--- src/rtl/i2c_pin_recovery_mux.sv ---
module i2c_pin_recovery_mux #(
  parameter int ADDR_W      = 3,
  parameter int DATA_W      = 16,
  parameter int SYNC_STAGES = 2
) (
  input  logic              clk,
  input  logic              rst_n,
  input  logic              reg_wr_en,
  input  logic [ADDR_W-1:0] reg_wr_addr,
  input  logic [DATA_W-1:0] reg_wr_data,
  input  logic [ADDR_W-1:0] reg_rd_addr,
  output logic [DATA_W-1:0] reg_rd_data,
  input  logic              core_scl_pull,
  input  logic              core_sda_pull,
  input  logic              scl_pin_in,
  input  logic              sda_pin_in,
  output logic              scl_pull_low,
  output logic              sda_pull_low
);

  localparam logic [ADDR_W-1:0] A_MODE = ADDR_W'(0);
  localparam logic [ADDR_W-1:0] A_DIR  = ADDR_W'(1);
  localparam logic [ADDR_W-1:0] A_STAT = ADDR_W'(2);
  localparam logic [ADDR_W-1:0] A_SET  = ADDR_W'(3);
  localparam logic [ADDR_W-1:0] A_CLR  = ADDR_W'(4);

  logic       gpio_mode_q;
  logic [1:0] dir_q;
  logic [1:0] latch_q;
  logic [1:0] sync_q [SYNC_STAGES];
  logic [1:0] pin_sync;

  wire wr_mode = reg_wr_en && reg_wr_addr == A_MODE;
  wire wr_dir  = reg_wr_en && reg_wr_addr == A_DIR;
  wire wr_set  = reg_wr_en && reg_wr_addr == A_SET;
  wire wr_clr  = reg_wr_en && reg_wr_addr == A_CLR;

  always_ff @(posedge clk) begin
    if (!rst_n) begin
      gpio_mode_q <= 1'b0;
      dir_q       <= 2'b00;
      latch_q     <= 2'b11;
    end else begin
      if (wr_mode) gpio_mode_q <= reg_wr_data[0];
      if (wr_dir)  dir_q       <= reg_wr_data[1:0];
      latch_q <= (latch_q | ({2{wr_set}} & reg_wr_data[1:0]))
                 & ~({2{wr_clr}} & reg_wr_data[1:0]);
    end
  end

  for (genvar s = 0; s < SYNC_STAGES; s++) begin : g_sync
    always_ff @(posedge clk) begin
      if (!rst_n)      sync_q[s] <= 2'b11;
      else if (s == 0) sync_q[s] <= {sda_pin_in, scl_pin_in};
      else             sync_q[s] <= sync_q[(s == 0) ? 0 : s-1];
    end
  end
  assign pin_sync = sync_q[SYNC_STAGES-1];

  wire [1:0] gpio_pull = dir_q & ~latch_q;
  assign scl_pull_low = gpio_mode_q ? gpio_pull[0] : core_scl_pull;
  assign sda_pull_low = gpio_mode_q ? gpio_pull[1] : core_sda_pull;

  always_comb begin
    reg_rd_data = '0;
    case (reg_rd_addr)
      A_MODE:  reg_rd_data[0]   = gpio_mode_q;
      A_DIR:   reg_rd_data[1:0] = dir_q;
      A_STAT:  reg_rd_data[1:0] = pin_sync;
      A_SET:   reg_rd_data[1:0] = latch_q;
      default: reg_rd_data = '0;
    endcase
  end

endmodule

--- config.mk ---
export PLATFORM = sky130hd
export DESIGN_NAME = i2c_pin_recovery_mux
export DESIGN_NICKNAME = d
export VERILOG_FILES = /design/src/rtl/i2c_pin_recovery_mux.sv
export SDC_FILE = /design/constraint.sdc
export NUM_CORES = 1
export LEC_CHECK = 0
export BUFFER_PORTS_ARGS = -buffer_cell sky130_fd_sc_hd__buf_4
export CAP_MARGIN = 20
export CORE_MARGIN = 2
export CORE_UTILIZATION = 35
export DETAILED_ROUTE_END_ITERATION = 6
export PLACE_DENSITY = 0.76
export REMOVE_ABC_BUFFERS = 1
export SLEW_MARGIN = 20
export SYNTH_ARGS = -nofsm -noshare
export SYNTH_HDL_FRONTEND = slang
export SYNTH_SLANG_ARGS = --single-unit
--- constraint.sdc ---
create_clock -name clk -period 1.3 [get_ports clk]
set_input_delay 0.065 -clock clk [delete_from_list [all_inputs] [get_ports clk]]
set_output_delay 0.065 -clock clk [all_outputs]
set_load 0.01 [all_outputs]
== After elaboration in Yosys (flattened, before gate mapping) ==
Memory sizes are Yosys's and may differ from the RTL's.
Index checks and enable logic that the tools add are counted.
Widths: inputs -> output; s select.

* $lt $le $gt $ge: 0
* Shift operators: 0
* Bitwise logic cells: 9
* Equality and inequality tests: 6
* $mul: 0
* Add/subtract/negate cells: 0
* Multiplexer cells: 8
* Divide/modulo/power cells: 0
* Reductions and logical operators: 6

{| class="wikitable"
|+ Operators by type and width
! operator !! number
|-
| $eq 3x2->1 const B || 3
|-
| $and 2x2->2 || 4
|-
| $eq 3x1->1 const B || 2
|-
| $logic_not 3->1 || 2
|-
| $logic_and 1x1->1 || 4
|-
| $mux 1 || 4
|-
| $mux 2 || 2
|-
| $not 2->2 || 2
|-
| $pmux 1 s4 || 1
|-
| $eq 3x3->1 const B || 1
|-
| $pmux 1 s3 || 1
|-
| $or 1x1->1 || 2
|-
| $or 2x2->2 || 1
|}

* Register bits: 5
* Memories kept: 1
* Output and inout port bits: 18
* Bits in read-only memories: 0
* Bits in latches: 0
* Word-level logic and storage cells: 33
* Bits of input ports: 29
* Memory bits (writable): 4

{| class="wikitable"
|+ Memories
! memory !! depth !! width !! read ports !! clocked after memory_dff !! write ports !! line !! source
|-
| sync_q || 2 || 2 || 2 || 0 || 2 || 30 || <nowiki>logic [1:0] sync_q [SYNC_STAGES];</nowiki>
|}

== Longest topological paths before layout ==
Gate-level depths: netlist of run 1.

* Word-level depth: 5
* Mapped depth: 3
* Depth with buffers taken out: 3

== Worst setup path after synthesis of run 1 ==
Ideal clock, no wire load.

* Path kind: reg-to-output
* Start point: register gpio_mode_q
* End point: output reg_rd_data[0]
* Buffers on the path: 0
* Cell stages (with the launch flop): 3
* Setup slack: 0.314 ns
* Required time: 1.235 ns
* Arrival: 0.921 ns
* Cells stage by stage: dfxtp_1 mux4_2 nor2b_1

* Longest elaborated chain between the ends: 1

{| class="wikitable"
|+ Ends and longest elaborated chain
! item !! line !! source
|-
| start: declaration || 27 || <nowiki>logic gpio_mode_q;</nowiki>
|-
| start signal: assignment || 44 || <nowiki>if (wr_mode) gpio_mode_q <= reg_wr_data[0];</nowiki>
|-
| $pmux 1 s4 || 66 || <nowiki>case (reg_rd_addr)</nowiki>
|-
| end: declaration || 12 || <nowiki>output logic [DATA_W-1:0] reg_rd_data,</nowiki>
|}

Every way passes these cells.

== Worst setup path in the final report of run 1 ==
* Start point: register latch_q[0]
* End point: output reg_rd_data[0]

* Longest elaborated chain between the ends: 1

{| class="wikitable"
|+ Ends and longest elaborated chain
! item !! line !! source
|-
| start: declaration || 29 || <nowiki>logic [1:0] latch_q;</nowiki>
|-
| start signal: assignment || 46 || <nowiki>latch_q <= (latch_q | ({2{wr_set}} & reg_wr_data[1:0]))</nowiki>
|-
| $pmux 1 s4 || 66 ||
|}

Every way passes these cells.

==> metrics list, run 1 <==
* Result of the run: complete, but fails checks
- Violations in the final reports: negative setup slack
* Met2 layer wire length in the routed design: 457 um
* Number of nets at the end of the flow: 109
- From left edge to right edge, the die measures ~43 um.
- A synthesized cell averages ~9.5 sq um.
- In this run the cell area of the synthesized design comes to 522 sq um.
- Global routing used 11.2% of the available tracks.
- In this run the power density over the cells is between 900 and 1000 nW/um^2.
- Counting every sink on the clock net gives 9.
- Effective utilization at floorplan: roughly two fifths
- Setup repair after global routing could not meet its margin everywhere.
- During placement, the flow inserted port buffers numbering 18.
* YS warnings: 0
- Global route overflow: 0
- Walking the worst path, the cells encountered are mux4_2, nor2b_4, buf_6.
* CTS tree: yes
- The die is around 43 um tall.
* Startpoint Class: flip-flop
- The count of cells in the finished layout, fillers not included, comes to 94.
* DRC violation count after routing: 0
- For this block, wires on met1 add up to between 300 and 400 um.
- Core footprint: 1350 sq um
* Time the final worst path needs with I/O delays and setup: approximately 1.4 ns
- Flops & latches, synth: 9
- CTS Buf Count: 3
* Max-cap check violation count: 0
- Number of distinct library cells after synthesis: 18
- The first global-routing pass estimated between 1.5 and 2 mm of wire.
* Filler cell count: around 130
- Of all nets on the critical path, the largest fanout is 3.
- Sequential share of the synthesized area: 34.5%
- Crit path largest cell delay: 0.46 ns
* Category of the worst setup path capture point: output pin
* Top-Level Pins: between 40 and 50
- Final Wtd Congestion: ~0.67
* WP data arrival: 1.29 ns
- Between clock sinks in the finished design, the worst skew comes to ~0.00015 ns.
- Detailed placement finished with a half-perimeter wire length of roughly 740 um.
- Maximum number of pins on one net before global-route repair: 6
- Met3 wire length: ~71 um
- Clock network latency to the later pin of the worst-skew pair: ~0.25 ns
- The root buffer cell chosen for the clock tree is sky130_fd_sc_hd__clkbuf_4.
* Data required time of the worst path: 1.24 ns
- Critical path type: reg2out
* Max Root-Sink Buffers: 2
- Wires add up to roughly 890 um.
- After technology mapping, the gate count stands at between 50 and 60.
- CTS H-tree lvls: 1
- Clock slew seen by the registers of the worst setup and hold paths: 0.06 ns
- Final Worst Setup Slack: -0.0560 ns
- For this run, the share of the core covered by cells in the final layout is approximately half.
- The number of antenna violations at the first check in global routing came to 0.
* Antenna diodes: 0
- The hold violation count in the final report came to 0.
- Placed instance count: between 80 and 90
- 1st-pass router iterations: 3
* Worst hold path stage count: 2
- Compared with the post-synthesis result, the final layout area differs by 31.4%.
* Routed via count divided by cell count: about 4.4
* Number of DRC markers after the initial detailed-route iteration: 5
* Worst-case reg-to-reg path depth: 1
- Via count of the routed design: approximately 420
* Number of rows created at floorplan: 13
* Top metal layer carrying routed signals: met3
- For this run, the top clock speed supported by timing is 0.737 GHz.
* Proportion of layout cells with a drive suffix above 1: 35.4%
- In this run the remaining antenna-violating nets after routing total 0.
- Slowest library cell on the worst path: sky130_fd_sc_hd__mux4_2
- The final max-slew violation count came to 0.
- Dividing the detail-routed wire length by the instance count gives about 9.5 um.
* Vias in the first global route: approximately 390
- Summed over all cells, the static leakage comes to roughly 0.32 nW.
- In this run the worst hold path is classified as in2reg.
- VDD sags by at most between 500 and 600 uV.
- Total die area: between 1500 and 2000 sq um
- Of the available clock period, the critical path in the final layout requires 104%.
* Final setup violation count: 1
-- where the power goes --
| part | switching, W | internal (W) |
|---|---|---|
| clock network | 0.0000926 | 0.000118 |
| logic | 0.0000541 | 0.0000647 |
| registers | 0.00000370 | 0.000285 |
| total | 0.000150 | 0.000468 |
-- sequential cells by signal, indices dropped and copies added (netlist names) --
register	flops
latch_q	2
sync_q	4
gpio_mode_q	1
dir_q	2
-- worst max-delay path, delay by kind of cell (launching register included) --
| kind | cells | cell delay [ns] |
|---|---|---|
| buffers and inverters | 1 | 0.11 |
| DFF | 1 | 0.33 |
| muxes | 1 | 0.46 |
| and+or+nand+nor | 1 | 0.14 |
-- cells by family (layout without fill, tap and decap cells) --
kind of cell / Yosys count / count (layout) / synth area share, %
DFF: 9 / 9 / 34.5
buffers and inverters: 17 / 28 / 22.3
muxes: 5 / 5 / 12.2
other: 1 / 14 / 0.719
AOI/OAI and AO/OA: 5 / 5 / 7.19
and+or+nand+nor: 18 / 18 / 23.0
-- synth_stat cells (all sizes together) --
master / n / area (sq um)
a21oi: 1 / 5.00
a221o: 2 / 20.0
and4b: 1 / 11.3
and4bb: 2 / 25.0
buf: 14 / 105
conb: 1 / 3.75
dfxtp: 9 / 180
inv: 3 / 11.3
mux2: 1 / 11.3
mux2i: 3 / 30.0
mux4: 1 / 22.5
nand2: 5 / 18.8
nand2b: 4 / 25.0
nand3b: 1 / 7.51
nor2: 3 / 11.3
nor2b: 1 / 6.26
nor4b: 1 / 15.0
o22ai: 2 / 12.5
-- cell type report --
class	instances	area [sq um]	area share (%)
clock buffer	4	26.3	3.83
inverter	3	11.3	1.64
multi-input combinational	42	282	41.1
sequential	9	181	26.5
tap	15	18.8	2.74
timing repair buffer	21	166	24.3
-- final timing paths --
path	start	slack (ns)	to
worst max-delay path	latch_q[0]	-0.06	reg_rd_data[0]
worst min-delay path	rst_n	0.02	sync_q[0][1]
worst max register to register	latch_q[0]	0.55	latch_q[0]
worst min register to register	sync_q[0][1]	0.41	sync_q[1][1]
-- through the flow --
stage	hold WS [ns]	setup slack, ns	setup TNS, ns	instance area, sq um	total power (W)
after detailed placement	0.252	0.201	0	627	0.000404
after global placement	0.246	0.202	0	627	0.000401
after CTS	0.00678	-0.0769	-0.0769	674	0.000622
after floorplan	0.138	0.314	0	465	0.000345
after global routing	0.0166	-0.106	-0.106	686	0.000662
final	0.0163	-0.0560	-0.0560	686	0.000618
-- cell usage in the layout, fill, tap and decap left out, types with 2 or more instances in the layout --
cell                            Yosys  layout
sky130_fd_sc_hd__buf_4             14      18
sky130_fd_sc_hd__conb_1             1      14
sky130_fd_sc_hd__dfxtp_1            9       8
sky130_fd_sc_hd__nand2_1            5       5
sky130_fd_sc_hd__nand2b_1           4       4
sky130_fd_sc_hd__inv_1              3       3
sky130_fd_sc_hd__mux2i_1            3       3
sky130_fd_sc_hd__nor2_1             3       3
sky130_fd_sc_hd__clkbuf_4           0       3
sky130_fd_sc_hd__o22ai_1            2       2
sky130_fd_sc_hd__and4bb_1           2       2
sky130_fd_sc_hd__a221o_1            2       2
sky130_fd_sc_hd__dlygate4sd3_1      0       2
-- what timing repair did --
action	in CTS	in global routing
gates resized for setup	1	2
endpoints found under the hold margin	2	0
setup buffers	0	0
setup endpoints to repair	1	1
hold buffers	2	0
-- layer usage --
metal,GRT usage (%),vias up
met4,1.88,0
met1,11.2,184
met3,5.17,0
li1,-,209
met5,0,-
met2,20.9,24
No activity file was read; power rests on OpenSTA's default activity.
==> inputs of run 2 (changes only) <==
--- a/config.mk
+++ b/config.mk
@@ -12,6 +12,7 @@
 export DETAILED_ROUTE_END_ITERATION = 6
 export PLACE_DENSITY = 0.76
 export REMOVE_ABC_BUFFERS = 1
+export SETUP_SLACK_MARGIN = 0.15
 export SLEW_MARGIN = 20
 export SYNTH_ARGS = -nofsm -noshare
 export SYNTH_HDL_FRONTEND = slang
==> run 2 against run 1 <==
  * Global-route usage rose by 0.27 points
  * Register-to-register slack got worse by 0.11 ns
  * Clock power barely moved
  * Highest routed layer unchanged
  * The flow still finishes with violations (negative setup slack)
  * Non-clock buffer count rose by 1
  * Critical path depth did not move
  * Sequential power barely moved
  * Design area rose by 4.4%
  * Flip-flop and latch count did not move
  * Fmax rose by 0.38%
  * Critical path type unchanged
  * Worst hold slack barely moved
==> metrics list, run 2 (synthesized netlist as in run 1, its figures left out) <==
* Result of the run: complete, but fails checks (unchanged)
* Violations in the final reports: negative setup slack (unchanged)
* Register ranked first by flip-flop count: sync_q (unchanged)
* Maximum number of pins on one net before global-route repair: 6 (unchanged)
* Final Worst Setup Slack: -0.0509 ns (was -0.0560 ns)
- The first-pass GRT wire length is 1.57 mm (was 1.52 mm).
* Antenna diodes: 0 (unchanged)
* CTS Buf Count: 3 (unchanged)
- The number of H-tree branching levels was 1 (unchanged).
- Routed via count divided by cell count: 4.46 (was 4.44)
- The cell count after placement was 88 (unchanged).
- The die outline height was 42.6 um (unchanged).
- Critical path type: reg2out (unchanged)
- The horizontal die dimension is 42.6 um (unchanged).
* Finished Core Util: 53.0% (was 50.8%)
- The worst hold margin is 0.0162 ns (was 0.0163 ns).
- Routed wire per std cell: 9.58 um (was 9.51 um)
- HPWL reported at the end of detailed placement: 738 um (unchanged)
* Met3 wire length: 77 um (was 71 um)
* Tot Pwr: 0.000623 W (was 0.000618 W)
- Clock network latency to the later pin of the worst-skew pair: 0.25 ns (about the same)
- The max-cap check violation count came to 0 (unchanged).
- The final period demand of the worst path came to 1.35 ns (was 1.36 ns).
* WP data arrival: 1.29 ns (about the same)
- Highest-count cells in the layout ignoring fill and taps: 18 x sky130_fd_sc_hd__buf_4, 14 x sky130_fd_sc_hd__conb_1, 6 x sky130_fd_sc_hd__dfxtp_1 (was 18 x sky130_fd_sc_hd__buf_4, 14 x sky130_fd_sc_hd__conb_1, 8 x sky130_fd_sc_hd__dfxtp_1).
- The top layer used by detailed routing is met3 (unchanged).
* Clock slew seen by the registers of the worst setup and hold paths: 0.06 ns (about the same)
- Largest vdd supply drop: 545 uV (was 521 uV)
- The net count reported at finish came to 110 (was 109).
- The endpoint kind of the worst setup timing path is an output pin (unchanged).
- Clock tree skew after final layout: 0.000146 ns (was 0.000145 ns)
- The total setup violations reported at the end of the flow was 1 (unchanged).
- The DRC violation total after the first TritonRoute iteration was 2 (was 5).
* Vias in the first global route: 394 (was 393)
- The routed metal-1 wirelength came to 346 um (was 365 um).
- The fraction of final layout cells sized beyond drive strength 1 came to 42.5% (was 35.4%).
- The final max-slew violation count came to 0 (unchanged).
- Most common cell after layout, fill and taps aside: sky130_fd_sc_hd__buf_4 (unchanged)
- Final critical-path share of the clock period: 104% (about the same)
* Antenna violations before repair: 0 (unchanged)
- The overall routed net length came to 910 um (was 894 um).
- The routed via count is 424 (was 417).
- The total overflow reported by the global router was 0 (unchanged).
* DRC violation count after routing: 0 (unchanged)
- The maximum number of buffers from clock root to sink was 2 (unchanged).
* 1st-pass router iterations: 2 (was 3)
- Area added between synthesis and finish: 37.2% (was 31.4%)
- The total I/O pin count was 47 (unchanged).
- Power per standard cell area: 870 nW/um^2 (was 901 nW/um^2)
* Total count of hold-check failures in the final report: 0 (unchanged)
- The top fanout value on the critical path was 3 (unchanged).
* Post-route insts no fill: 95 (was 94)
* Startpoint Class: flip-flop (unchanged)
- Unrepaired setup endpoints after global routing: true (unchanged).
* Static power due to leakage: 0.332 nW (was 0.319 nW)
- Max reg flops: 4 (unchanged)
- The area used by multi-input combinational logic was 298 sq um (was 282 sq um).
- Count of clock tree sinks: 9 (unchanged)
- Combined flip-flop and latch cell area: 184 sq um (was 181 sq um)
- The TritonCTS clock tree is yes (unchanged).
- The post-detailed-route count of antenna-violating nets was 0 (unchanged).
- The initial standard-cell utilization of the core came to 38.6% (unchanged).
- Type of the worst min-delay path: in2reg (unchanged)
* Total die area: 1820 sq um (unchanged)
- The required time reported for the critical path endpoint was 1.24 ns (about the same).
- Post-route setup TNS: -0.0509 ns (was -0.0560 ns)
* Global-route usage over all layers: 11.4% (was 11.2%)
* Biggest regs: sync_q: 4 flops, dir_q: 2 flops, latch_q: 2 flops (unchanged)
* Total of buffers placed on input and output ports: 18 (unchanged)
- Max Freq: 0.740 GHz (was 0.737 GHz)
- The core box area came to 1350 sq um (unchanged).
* Worst R2R Setup Slack: 0.44 ns (was 0.55 ns)
- Met2 layer wire length in the routed design: 485 um (was 457 um)
* Final Wtd Congestion: 0.668 (unchanged)
- The number of standard-cell rows in the floorplan is 13 (unchanged).
- The cell at the root of the clock tree is sky130_fd_sc_hd__clkbuf_4 (unchanged).
- Filler cell count: 129 (was 133)
run 2: layout make-up:
class                           instances  area share, %
Sequential cell                         9           25.7
Tap cell                               15           2.62
Timing Repair Buffer                   22           24.8
Clock buffer                            4           3.67
Multi-Input combinational cell         42           41.6
Inverter                                3           1.57
run 2: critical path, cell delays in order (launching register included):
cell	delay, ns
sky130_fd_sc_hd__dfxtp_2	0.33
sky130_fd_sc_hd__mux4_2	0.46
sky130_fd_sc_hd__nor2b_4	0.14
sky130_fd_sc_hd__buf_6	0.11
run 2: what timing repair did:
item                                   in CTS  in global routing
gates resized for setup                     5                  5
setup buffers                               1                  0
endpoints found under the hold margin       2                  0
hold buffers                                2                  0
setup endpoints to repair                   2                  4
pin swaps                                   2                  0
run 2: path summary, 6_finish.rpt:
kind                    end  cells past startpoint    startpoint
max          reg_rd_data[0]                      3    latch_q[0]
min            sync_q[0][1]                      2         rst_n
max reg2reg      latch_q[1]                      2    latch_q[1]
min reg2reg    sync_q[1][1]                      1  sync_q[0][1]
run 2: power by group:
part	leakage [nW]	internal, W	switching [W]
logic	0.243	0.0000686	0.0000564
clock network	0.0150	0.000118	0.0000911
registers	0.0733	0.000285	0.00000364
run 2: per-layer routing:
layer  vias to the layer above  global-route usage [%]
met3                         0                    5.17
met4                         0                    1.88
li1                        211                       -
met5                         -                       0
met1                       187                    11.5
met2                        26                    21.5
run 2: metrics by stage:
| stage | worst slack, ns | area (sq um) |
|---|---|---|
| after floorplan | 0.314 | 465 |
| after global placement | 0.202 | 627 |
| after detailed placement | 0.201 | 627 |
| after CTS | -0.0769 | 693 |
| after global routing | -0.0994 | 716 |
| final | -0.0509 | 716 |
==> inputs of run 3 (changes only) <==
==> constraint.sdc (replaced) <==
create_clock -name clk -period 1.5 [get_ports clk]
set_input_delay 0.075 -clock clk [delete_from_list [all_inputs] [get_ports clk]]
set_output_delay 0.075 -clock clk [all_outputs]
set_load 0.01 [all_outputs]
==> run 3 against run 2 <==
  * Non-clock buffer count is the same
  * Power shrank 15%
  * Final cell count is the same
  * Setup slack gained 0.17 ns
  * Core utilization shrank 2.1 points
  * Combinational power shrank 20%
  * Highest routed layer unchanged
  * Worst hold slack lost 0.0048 ns
  * Global-route usage grew 0.97 points
  * Critical endpoint unchanged
  * The run now ends clean
  * First-iteration DRC count grew to 4.0 times the previous value
  * Via count shrank 0.24%
  * Die area is the same
==> metrics list, run 3 (synthesized netlist as in run 1, its figures left out) <==
- The number of standard cells in the layout, taps in and fillers out was 95 (unchanged).
* Slowest library cell on the worst path: sky130_fd_sc_hd__mux4_2 (unchanged)
- The fraction of final layout cells sized beyond drive strength 1 is 37.5% (was 42.5%).
- The largest clock skew in the final design is 0.0000848 ns (was 0.000146 ns).
- The maximum VDD drop came to 613 uV (was 545 uV).
- Cell Chain, Critical Path: mux4_2, nor2b_1, buf_4 (was mux4_2, nor2b_4, buf_6).
* Max Freq: 0.725 GHz
- The final max-slew violation count is 0 (unchanged).
* Post-route setup TNS: 0 ns (was -0.0509 ns)
- Highest-count cells in the layout ignoring fill and taps: 20 x sky130_fd_sc_hd__buf_4, 14 x sky130_fd_sc_hd__conb_1, 7 x sky130_fd_sc_hd__dfxtp_1 (was 18 x sky130_fd_sc_hd__buf_4, 14 x sky130_fd_sc_hd__conb_1, 6 x sky130_fd_sc_hd__dfxtp_1)
- Buf/Inv on CP: 1 (unchanged)
* CTS Buf Count: 3 (unchanged)
- The number of antenna violations at the first check in global routing is 0 (unchanged).
- The TritonCTS clock tree was yes (unchanged).
- The top fanout value on the critical path was 2 (was 3).
* HPWL reported at the end of detailed placement: 729 um (was 738 um)
- The initial standard-cell utilization of the core came to 38.6% (unchanged).
- The endpoint kind of the worst setup timing path was an output pin (unchanged).
* Global route overflow: 0 (unchanged)
* Total of buffers placed on input and output ports: 18 (unchanged)
* Antenna diodes: 0 (unchanged)
* Global-route usage over all layers: 12.4% (was 11.4%)
* Result of the run: finished, final reports clean (was complete, but fails checks)
- DRC violation count after routing: 0 (unchanged)
- The hold violation count in the final report was 0 (unchanged).
- Most common cell after layout, fill and taps aside: sky130_fd_sc_hd__buf_4 (unchanged)
- The cell type group with the largest total delay on the critical path is multiplexers (unchanged).
- Max reg flops: 4 (unchanged)
- The top register by number of flip-flops is sync_q (unchanged).
- The mean routed wirelength per cell came to 9.80 um (was 9.58 um).
- The overall die area came to 1820 sq um (unchanged).
* Crit path largest cell delay: 0.43 ns (was 0.46 ns)
- Counting I/O delays and the setup requirement, the final critical path takes between 1 and 1.5 ns.
- The critical path launch point type is a flip-flop (unchanged).
- The number of global-route vias before repair came to 410 (was 394).
* CTS H-tree lvls: 1 (unchanged)
- The net count reported at finish was 110 (unchanged).
* Power per standard cell area: 774 nW/um^2 (was 870 nW/um^2)
- Finished Core Util: 50.9% (was 53.0%)
- Floorplan die width: 42.6 um (unchanged)
- The required time reported for the critical path endpoint was 1.42 ns (was 1.24 ns).
* Global-route wire length before repair: 1.68 mm (was 1.57 mm)
- Worst-case reg-to-reg path depth: 2 (unchanged)
- Logic depth of the worst path, buffers included: 3 (unchanged)
- The cell at the root of the clock tree was sky130_fd_sc_hd__clkbuf_4 (unchanged).
- Type of the worst min-delay path: in2reg (unchanged)
* Final Wtd Congestion: 0.658 (was 0.668)
- The die outline height came to 42.6 um (unchanged).
- Max-cap check violation count: 0 (unchanged)
* Routed via count divided by cell count: 4.45 (was 4.46)
- The number of standard-cell rows in the floorplan came to 13 (unchanged).
- The number of clock sinks seen by CTS came to 9 (unchanged).
* Placed instance count: 87 (was 88)
- The overall routed net length came to 931 um (was 910 um).
* Maximum number of pins on one net before global-route repair: 7 (was 6)
- 1st-pass router iterations: 3 (was 2)
- The post-detailed-route count of antenna-violating nets was 0 (unchanged).
- Top-Level Pins: 47 (unchanged)
* Final critical-path share of the clock period: between 90% and 100%
- The category of the critical setup timing path is reg2out (unchanged).
- The DRC violation total after the first TritonRoute iteration is 8 (was 2).
- Static power due to leakage: 0.321 nW (was 0.332 nW)
- The arrival time reported for the critical path endpoint is 1.31 ns (was 1.29 ns).
- The depth of the worst hold-timing path came to 2 (unchanged).
* Final setup violation count: 0 (was 1)
- Biggest regs: sync_q: 4 flops, dir_q: 2 flops, latch_q: 2 flops (unchanged).
- The routed via count was 423 (was 424).
* Clock network latency to the later pin of the worst-skew pair: 0.26 ns (was 0.25 ns)
* Core footprint: 1350 sq um (unchanged)
- The maximum number of buffers from clock root to sink is 2 (unchanged).
- Clock slew seen by the registers of the worst setup and hold paths: 0.06 ns (about the same)
- The area added between synthesis and finish is 31.7% (was 37.2%).
* Unrepaired setup endpoints after global routing: true (unchanged)
==> run 3: final cells by class <==
class                   count  area, sq um
clock inverters             1         5.00
fillers                   136          663
flip-flops and latches      9          185
clock buffers               3         22.5
repair buffers             22          170
well taps                  15         18.8
inverters                   3         11.3
multi-input cells          42          274
==> run 3: final timing paths <==
check | endpoint | slack, ns | startpoint
worst max-delay path | reg_rd_data[0] | 0.12 | gpio_mode_q
worst min-delay path | sync_q[1][0] | 0.01 | rst_n
worst max register to register | latch_q[0] | 0.64 | latch_q[0]
worst min register to register | sync_q[1][0] | 0.41 | sync_q[0][0]
==> run 3: metal layers <==
layer / global-route usage, % / wire length (um)
met4: 3.75 / 0
met1: 12.0 / 333
met2: 23.4 / 513
met3: 5.17 / 84
met5: 0 / 0
==> run 3: timing repair <==
| action | CTS | global route |
|---|---|---|
| setup endpoints to repair | 1 | 1 |
| gates resized for setup | 3 | 0 |
| hold buffers | 2 | 0 |
| endpoints found under the hold margin | 2 | 0 |
| setup buffers | 2 | 0 |
==> run 3: through the flow <==
stage          instance area [sq um]  power (W)  hold slack, ns  setup WS (ns)
2_1_floorplan                    465   0.000299           0.148          0.504
3_3_place_gp                     619   0.000347           0.256          0.364
3_5_place_dp                     619   0.000349           0.262          0.363
4_1_cts                          687   0.000538         0.00877          0.116
5_1_grt                          687   0.000569          0.0264         0.0814
6_report                         687   0.000532          0.0115          0.120
==> run 3: report_power, final <==
group	leakage (nW)	internal (W)	switching, W
logic	0.230	0.0000538	0.0000462
clock network	0.0177	0.0000983	0.0000847
registers	0.0741	0.000246	0.00000301
